## config.mk

```make
export PLATFORM = sky130hd
export DESIGN_NAME = stk_engine
export DESIGN_NICKNAME = d
export VERILOG_FILES = /design/src/rtl/stk_pkg.sv /design/src/rtl/stk_op_decode.sv /design/src/rtl/stk_ptr_ctrl.sv /design/src/rtl/stk_ram.sv /design/src/rtl/stk_engine.sv
export SDC_FILE = /design/constraint.sdc
export NUM_CORES = 1
export LEC_CHECK = 0
export BUFFER_PORTS_ARGS = -buffer_cell sky130_fd_sc_hd__buf_2
export CAP_MARGIN = 20
export CORE_ASPECT_RATIO = 2
export CORE_MARGIN = 2
export CORE_UTILIZATION = 35
export DETAILED_ROUTE_END_ITERATION = 10
export PLACE_DENSITY = 0.58
export SYNTH_ARGS = -nofsm -noshare
export SYNTH_HDL_FRONTEND = slang
export SYNTH_SLANG_ARGS = --single-unit
```

## constraint.sdc

```tcl
create_clock -name clk -period 3.3 [get_ports clk]
set_input_delay 0.495 -clock clk [delete_from_list [all_inputs] [get_ports clk]]
set_output_delay 0.495 -clock clk [all_outputs]
set_load 0.05 [all_outputs]
```

## src/rtl/stk_pkg.sv

```systemverilog
package stk_pkg;
   typedef enum logic [1:0] {
      STK_NONE = 2'd0,
      STK_PUSH = 2'd1,
      STK_POP  = 2'd2,
      STK_LOAD = 2'd3
   } stk_op_e;
endpackage

```

## src/rtl/stk_op_decode.sv

```systemverilog
module stk_op_decode
   import stk_pkg::*;
(
   input  logic    push_i,
   input  logic    pop_i,
   input  logic    load_i,
   output stk_op_e op_o
);
   always_comb begin
      if (load_i)                op_o = STK_LOAD;
      else if (push_i && !pop_i) op_o = STK_PUSH;
      else if (pop_i && !push_i) op_o = STK_POP;
      else                       op_o = STK_NONE;
   end
endmodule

```

## src/rtl/stk_ptr_ctrl.sv

```systemverilog
module stk_ptr_ctrl
   import stk_pkg::*;
#(
   parameter int PTR_W     = 8,
   parameter int RAM_DEPTH = 128,
   parameter int RESET_PTR = 7,
   localparam int ADDR_W   = $clog2(RAM_DEPTH)
) (
   input  logic              clk,
   input  logic              rst_n,
   input  stk_op_e           op_i,
   input  logic [PTR_W-1:0]  load_val_i,
   output logic [PTR_W-1:0]  sp_o,
   output logic              ovf_o,
   output logic              unf_o,
   output logic              wr_en_o,
   output logic [ADDR_W-1:0] wr_addr_o,
   output logic              rd_en_o,
   output logic [ADDR_W-1:0] rd_addr_o
);
   localparam logic [PTR_W-1:0] TOP = PTR_W'(RAM_DEPTH - 1);

   generate
      if (ADDR_W > PTR_W) begin : g_bad_width
         $error("stk_ptr_ctrl: pointer narrower than RAM address");
      end
      if (RESET_PTR >= RAM_DEPTH) begin : g_bad_reset
         $error("stk_ptr_ctrl: reset pointer outside RAM");
      end
   endgenerate

   logic [PTR_W-1:0] sp_q, sp_inc, sp_dec;
   logic             full, empty;

   assign sp_inc    = sp_q + 1'b1;
   assign sp_dec    = sp_q - 1'b1;
   assign full      = (sp_q >= TOP);
   assign empty     = (sp_q == '0);
   assign wr_en_o   = (op_i == STK_PUSH) && !full;
   assign wr_addr_o = sp_inc[ADDR_W-1:0];
   assign rd_en_o   = (op_i == STK_POP) && !empty;
   assign rd_addr_o = sp_q[ADDR_W-1:0];
   assign sp_o      = sp_q;

   always_ff @(posedge clk or negedge rst_n) begin
      if (!rst_n) begin
         sp_q  <= PTR_W'(RESET_PTR);
         ovf_o <= 1'b0;
         unf_o <= 1'b0;
      end else begin
         ovf_o <= (op_i == STK_PUSH) && full;
         unf_o <= (op_i == STK_POP) && empty;
         case (op_i)
            STK_LOAD: sp_q <= load_val_i;
            STK_PUSH: if (!full)  sp_q <= sp_inc;
            STK_POP:  if (!empty) sp_q <= sp_dec;
            default:  sp_q <= sp_q;
         endcase
      end
   end

   assert_push_inc_R2: assert property (@(posedge clk) disable iff (!rst_n)
      (op_i == STK_PUSH && sp_q < TOP) |=> sp_q == $past(sp_q) + 1'b1);
   assert_no_overflow_R3: assert property (@(posedge clk) disable iff (!rst_n)
      (op_i == STK_PUSH && sp_q >= TOP) |=> (ovf_o && $stable(sp_q)));
   assert_pop_dec_R4: assert property (@(posedge clk) disable iff (!rst_n)
      (op_i == STK_POP && sp_q != '0) |=> sp_q == $past(sp_q) - 1'b1);
   assert_underflow_R5: assert property (@(posedge clk) disable iff (!rst_n)
      (op_i == STK_POP && sp_q == '0) |=> (unf_o && sp_q == '0));
   assert_load_wins_R6: assert property (@(posedge clk) disable iff (!rst_n)
      (op_i == STK_LOAD) |=> (sp_q == $past(load_val_i) && !ovf_o && !unf_o));
   assert_flags_excl_R3: assert property (@(posedge clk) disable iff (!rst_n)
      !(ovf_o && unf_o));
endmodule

```

## src/rtl/stk_ram.sv

```systemverilog
module stk_ram #(
   parameter int DATA_W = 8,
   parameter int DEPTH  = 128,
   localparam int ADDR_W = $clog2(DEPTH)
) (
   input  logic              clk,
   input  logic              rst_n,
   input  logic              wr_en_i,
   input  logic [ADDR_W-1:0] wr_addr_i,
   input  logic [DATA_W-1:0] wr_data_i,
   input  logic              rd_en_i,
   input  logic [ADDR_W-1:0] rd_addr_i,
   output logic [DATA_W-1:0] rd_data_o
);
   generate
      if (DEPTH != (1 << ADDR_W)) begin : g_bad_depth
         $error("stk_ram: depth must be a power of two");
      end
   endgenerate

   logic [DATA_W-1:0] mem [DEPTH];

   always_ff @(posedge clk) begin
      if (wr_en_i) mem[wr_addr_i] <= wr_data_i;
   end

   always_ff @(posedge clk or negedge rst_n) begin
      if (!rst_n)       rd_data_o <= '0;
      else if (rd_en_i) rd_data_o <= mem[rd_addr_i];
   end

   assert_dout_hold_R4: assert property (@(posedge clk) disable iff (!rst_n)
      !rd_en_i |=> $stable(rd_data_o));
   assert_no_rw_clash_R7: assert property (@(posedge clk) disable iff (!rst_n)
      !(wr_en_i && rd_en_i));
endmodule

```

## src/rtl/stk_engine.sv

```systemverilog
module stk_engine
   import stk_pkg::*;
#(
   parameter int DATA_W    = 8,
   parameter int PTR_W     = 8,
   parameter int RAM_DEPTH = 128,
   parameter int RESET_PTR = 7
) (
   input  logic              clk,
   input  logic              rst_n,
   input  logic              push_i,
   input  logic              pop_i,
   input  logic [DATA_W-1:0] din_i,
   input  logic              ptr_load_i,
   input  logic [PTR_W-1:0]  ptr_val_i,
   output logic [DATA_W-1:0] dout_o,
   output logic [PTR_W-1:0]  sp_o,
   output logic              ovf_o,
   output logic              unf_o
);
   localparam int ADDR_W = $clog2(RAM_DEPTH);

   stk_op_e           op;
   logic              wr_en, rd_en;
   logic [ADDR_W-1:0] wr_addr, rd_addr;

   stk_op_decode u_dec (
      .push_i (push_i),
      .pop_i  (pop_i),
      .load_i (ptr_load_i),
      .op_o   (op)
   );

   stk_ptr_ctrl #(
      .PTR_W     (PTR_W),
      .RAM_DEPTH (RAM_DEPTH),
      .RESET_PTR (RESET_PTR)
   ) u_ctrl (
      .clk        (clk),
      .rst_n      (rst_n),
      .op_i       (op),
      .load_val_i (ptr_val_i),
      .sp_o       (sp_o),
      .ovf_o      (ovf_o),
      .unf_o      (unf_o),
      .wr_en_o    (wr_en),
      .wr_addr_o  (wr_addr),
      .rd_en_o    (rd_en),
      .rd_addr_o  (rd_addr)
   );

   stk_ram #(
      .DATA_W (DATA_W),
      .DEPTH  (RAM_DEPTH)
   ) u_ram (
      .clk       (clk),
      .rst_n     (rst_n),
      .wr_en_i   (wr_en),
      .wr_addr_i (wr_addr),
      .wr_data_i (din_i),
      .rd_en_i   (rd_en),
      .rd_addr_i (rd_addr),
      .rd_data_o (dout_o)
   );

   assert_noop_R7: assert property (@(posedge clk) disable iff (!rst_n)
      (push_i && pop_i && !ptr_load_i) |=>
         ($stable(sp_o) && $stable(dout_o) && !ovf_o && !unf_o));
endmodule

```

* Word level (Yosys, flattened, before mapping)
Memories as Yosys holds them, arrays and structs flattened. A register that Yosys moved wholly into a read port is not among the register bits.
Cells that the tools add are included.
** Operators by class
- Muxes and demuxes :: 8
- $lt $le $gt $ge :: 1
- Reduce and logical (&&, ||, !) cells :: 14
- Eq/ne operators :: 5
- $add $sub $neg :: 2
** Operators with widths (number)
- $pmux 8 s3 :: 1
- $mux 8 :: 2
- $add 8x1->8 const B :: 1
- $ge 8x7->1 const B :: 1
- $logic_not 8->1 :: 1
- $sub 8x1->8 const B :: 1
- $logic_and 1x1->1 :: 6
- $mux 2 :: 3
- $logic_not 1->1 :: 5
- $eq 2x2->1 const B :: 2
- $ne 2x2->1 const B :: 2
- $reduce_and 3->1 :: 1
- $reduce_bool 3->1 :: 1
- $eq 2x1->1 const B :: 1
- $mux 1 :: 2
** Word-level totals
- Bits of input ports :: 21
- Bits in registers :: 10
- Memory bits (writable) :: 1024
- Word-level logic and storage cells :: 34
- Output and inout port bits :: 18
- Memories :: 1
** Memories
- u_ram.mem :: words 128, width 8, rd ports 1, clocked after Yosys merged registers in 1, wr ports 1, RTL line stk_ram.sv:21 : logic [DATA_W-1:0] mem [DEPTH];

* Depth between registers and ports, before layout
- Depth after elaboration :: 9
- Gate-level depth with buffers :: 14
- Mapped depth without buffers :: 9

* By module
From an unflattened synthesis, not the netlist that was laid out.
** Second synthesis, totals
- Cells, all modules :: 2122
- Area total of the unflattened synthesis :: 41498.6 um^2
** By module, submodules not included
- stk_ram :: instances 1, cells an instance 2000, sequential area each 30949.7 um^2, area each 40492.6 um^2
- stk_ptr_ctrl :: instances 1, cells an instance 119, sequential area each 254.0 um^2, area each 987.2 um^2
- stk_op_decode :: instances 1, cells an instance 3, sequential area each 0.0 um^2, area each 18.8 um^2

* Least setup slack after synthesis
No wires, ideal clock.
- Path type :: reg2reg
- From :: reg u_ctrl.sp_q[1] (netlist: u_ctrl.sp_o[1])
- To :: mem u_ram.mem[34][0], enable pin
- Path buffers :: 5
- Required time :: 2930 ps
- Period minus slack after synthesis :: 3357 ps
- Stages on the path, launching flop included :: 10
- Setup slack :: -57 ps
- Setup time :: 370 ps
- Data arrival time :: 2987 ps
- Cells stage by stage :: dfstp_2 -> buf_2 -> buf_2 -> buf_1 -> inv_1 -> ha_1 -> clkbuf_1 -> nand3_1 -> clkbuf_1 -> nor2_1
** Between the ends
- Cells in the longest elaborated chain, start to end :: 5
- Elaborated cells between the ends (all ways) :: 6
- Classes of those cells :: add/sub: 1; order compare: 1; mux: 2; reduce/logical: 2
** Ends and longest elaborated chain
- start, declared :: RTL line stk_ptr_ctrl.sv:32 : logic [PTR_W-1:0] sp_q, sp_inc, sp_dec;
- start signal, assigned :: RTL line stk_ptr_ctrl.sv:47 : sp_q <= PTR_W'(RESET_PTR);
- start signal, assigned :: RTL line stk_ptr_ctrl.sv:54 : STK_LOAD: sp_q <= load_val_i;
- start signal, assigned :: RTL line stk_ptr_ctrl.sv:55 : STK_PUSH: if (!full) sp_q <= sp_inc;
- $ge 8x7->1 :: RTL line stk_ptr_ctrl.sv:37 : assign full = (sp_q >= TOP);
- $logic_not 1->1 :: RTL line stk_ptr_ctrl.sv:39 : assign wr_en_o = (op_i == STK_PUSH) && !full;
- $logic_and 1x1->1 :: RTL line stk_ptr_ctrl.sv:39
- $mux 1 :: RTL line stk_ram.sv:24 : if (wr_en_i) mem[wr_addr_i] <= wr_data_i;
- $mux 1 (not written as such) :: RTL line stk_ram.sv:24
- end, declared :: RTL line stk_ram.sv:21
Parallel ways exist; a longest one is shown, timed or not.

* Final worst setup path
- From :: reg u_ctrl.sp_q[0] (netlist: u_ctrl.sp_o[0])
- To :: mem u_ram.mem[107][3], enable pin
The elaborated chain is that of the path after synthesis.

==> flow_summary_export.csv <==
group,metric,value,unit
global_routing,grt_max_degree,85,
finish,drive_above_1_share,0.2624,
synth,synthDistinctLibCells,57,
pwr,power_density,680.4,nW/um^2
detailed_routing,drt_wl_total,104900,um
synth,yosys.area_share.simple,0.02611,
timing,finalCritPeriodShare,0.9866,
global_routing,grt_pass1_wl,152600,um
synth,synthCells,2125,
worst_setup_path,arrival,3590,ps
clock_tree,cts_max_level,3,
finish,multi_input_area,9188,um^2
detailed_routing,drt_pre_antenna_iters,5,
worst_setup_path,crit_end,"u_ram.mem[107][3]",
synth,synth_area,41170,um^2
synth,synth_adder_area_share,0.001823,
pwr,power_leakage,0.01571,uW
floorplan,die_area,120600,um^2
detailed_routing,postRouteAntennaNets,0,
finish,syn2layout_area_growth,16.87,%
finish,fillCellCount,10440,
worst_setup_path,rrSetupSlack,40,ps
synth,synth_top_family_by_area,"multiplexers",
outcome,status,"finished, final reports clean",
detailed_routing,drt_iter0_drc,2201,
finish,layout_commonest_cell,"edfxtp_1",
clock_tree,clkSinkCount,1042,
pwr,total_power,32740,uW
synth,synth-seq-cells,1042,
timing,worst_slack,44.26,ps
finish,ff_latch_area,31210,um^2
place,hpwl,66320,um
finish,final_cells,4019,
pwr,ir_drop,0.5366,mV
clock_tree,cts_buffers,97,
global_routing,antenna_found_initial,1,
timing,max_slew_margin,0.3508,
worst_setup_path,path_class,"register to register",
place,io_buffers,38,
global_routing,grt_pass1_vias,21770,
clock_tree,cts_tree,"built",
synth,synth_edf_count,1024,
floorplan,core,117100,um^2
worst_setup_path,cp_max_fo,13,
worst_setup_path,start_kind,"register",
finish,final_cell_mix,"1024 x edfxtp_1, 251 x buf_4, 208 x mux2i_1, 161 x mux4_2, 133 x nor2_1",
timing,hold_viol_final,0,
synth,yosys_warnings,0,
clock_tree,clock_path_buffers,3,
clock_tree,path_clk_slew,60,ps
place,pre_cts_ws,42.24,ps
worst_setup_path,crit_start,"u_ctrl.sp_o[0]",
synth,synth_xor_area_frac,0.001276,
floorplan,ios,39,
synth,synthArstFlopShare,0.01727,
synth,synth_compound_area_frac,0.05027,
worst_setup_path,worst_setup_path_end_kind,"register",
detailed_routing,drc,0,
global_routing,grt-ovfl-total,0,
worst_setup_path,r2r-start,"u_ctrl.sp_o[0]",
synth,synthMuxAreaShare,0.1417,
timing,setup_viol,0,
clock_tree,clkLatencyLatePin,700,ps
synth,syn-num-nets,2152,
hold_path,hold_class,"primary input to register",
floorplan,die_width,246.5,um
detailed_routing,via_count,21690,
floorplan,start_util,0.3514,
place,dpl.cell_count,3836,
clock_tree,clockRootBuffer,"clkbuf_16",
synth,synthFlopType,"edfxtp_1",
worst_setup_path,r2r_end,"u_ram.mem[107][3]",
floorplan,die_h,489.0,um
finish,n_antenna_cell,0,
finish,nNetsFinal,2433,
synth,yosysSeqAreaShare,0.7579,
detailed_routing,wl_per_cell,26.11,um
timing,period_minus_slack,3256,ps
detailed_routing,vias_per_cell,5.396,
global_routing,track_usage,0.1743,
worst_setup_path,required,3630,ps
timing,rsz0062_at_grt,"yes",
place,gp_congestion,0.8229,
synth,syn_area_per_cell,19.37,um^2
hold_path,worstHoldPathCells,3,
job,cap_violations,0,
timing,worst_pin_slew,971.4,ps
worst_setup_path,reg2regPathDepth,7,
timing,max_freq,0.3072,GHz
timing,clock_skew,31.24,ps
timing,slew_viol_final,0,
floorplan,rows,178,
## final cells by class
| cell class | count | area share |
|---|---|---|
| inverter | 12 | 0.0009362 |
| sequential | 1042 | 0.6487 |
| multi-input combinational | 939 | 0.1910 |
| clock inverter | 53 | 0.008243 |
| timing repair buffer | 314 | 0.05562 |
| tap | 1530 | 0.03979 |
| clock buffer | 129 | 0.05575 |
## critical path, stage by stage, from the launching register on
cell,delay (ps)
dfstp_4,720
ha_1,180
and3_1,270
and3_1,290
xnor2_1,190
nor2_1,350
nand2_1,410
nor2_2,470
## layer usage
metal,vias up,track usage,wire length (um)
met5,-,0,0
met4,0,0.05387,2653
met2,828,0.2834,51200
li1,9292,-,-
met3,145,0.02744,7076
met1,11420,0.2408,44000
## through the flow
stage          utilization  setup TNS, ps  hold WS (ps)  instance area, um^2
2_1_floorplan            -         -19830         199.4                41190
3_3_place_gp        0.3840         -69140         471.3                44990
3_5_place_dp        0.3840              0         482.5                44990
4_1_cts             0.4105              0         58.25                48080
5_1_grt             0.4107          -2597         100.5                48110
6_report            0.4107              0         98.89                48110
## repair_timing
item                                   CTS  global route
gates resized for setup                  1             9
cloned                                   0             0
setup endpoints to repair                7           261
buffers inserted                         0             0
hold buffers                             1             0
endpoints found under the hold margin   15             0
## sequential cells by signal (all words and copies together), names as in the netlist
register         cells
u_ram.mem         1024
u_ctrl.unf_o         1
u_ram.rd_data_o      8
u_ctrl.sp_o          8
u_ctrl.ovf_o         1
## cell families after synthesis
family	after synthesis
DFF	1042
AOI/OAI and AO/OA	294
adders and majority gates	6
xor gates and xnor gates	6
buffers and inverters	144
muxes	380
and+or+nand+nor	253
## Yosys cell counts, drive strengths merged, types with 4 or more instances
| cell type | number | area [um^2] |
|---|---|---|
| a2111oi | 5 | 50.04 |
| xnor2 | 4 | 35.03 |
| a211oi | 11 | 82.58 |
| dfrtp | 15 | 375.4 |
| nor2b | 8 | 50.05 |
| nand3 | 10 | 50.05 |
| o221ai | 51 | 446.7 |
| inv | 12 | 45.05 |
| a22oi | 16 | 125.1 |
| mux2 | 11 | 127.6 |
| a221oi | 57 | 499.2 |
| nand2 | 53 | 198.9 |
| o22ai | 11 | 68.82 |
| clkbuf | 70 | 262.8 |
| nor3 | 4 | 20.02 |
| buf | 62 | 550.5 |
| ha | 6 | 75.07 |
| mux4 | 161 | 3626 |
| mux2i | 208 | 2082 |
| and2 | 8 | 50.05 |
| o21ai | 53 | 265.3 |
| o211ai | 6 | 45.04 |
| a311oi | 4 | 35.03 |
| a21oi | 63 | 315.3 |
| nor2 | 147 | 551.8 |
| nand2b | 7 | 43.79 |
| edfxtp | 1024 | 30750 |
| and3 | 7 | 43.79 |
## where the power goes
part,internal (uW),switching (uW),leakage [uW]
clock network,6040,4800,0.00152
logic,2620,4420,0.00477
registers,14700,185,0.00942
## worst min path at each step
stage                            start        endpoint  slack, ps
after floorplan                  rst_n    u_ctrl.ovf_o        200
after global placement           rst_n    u_ctrl.unf_o        470
after detailed placement         rst_n    u_ctrl.unf_o        480
after CTS                 ptr_val_i[5]  u_ctrl.sp_o[5]         60
after global routing      ptr_val_i[5]  u_ctrl.sp_o[5]        100
final                     ptr_val_i[5]  u_ctrl.sp_o[5]        100
Note: power is estimated with default switching activity, not from simulation.
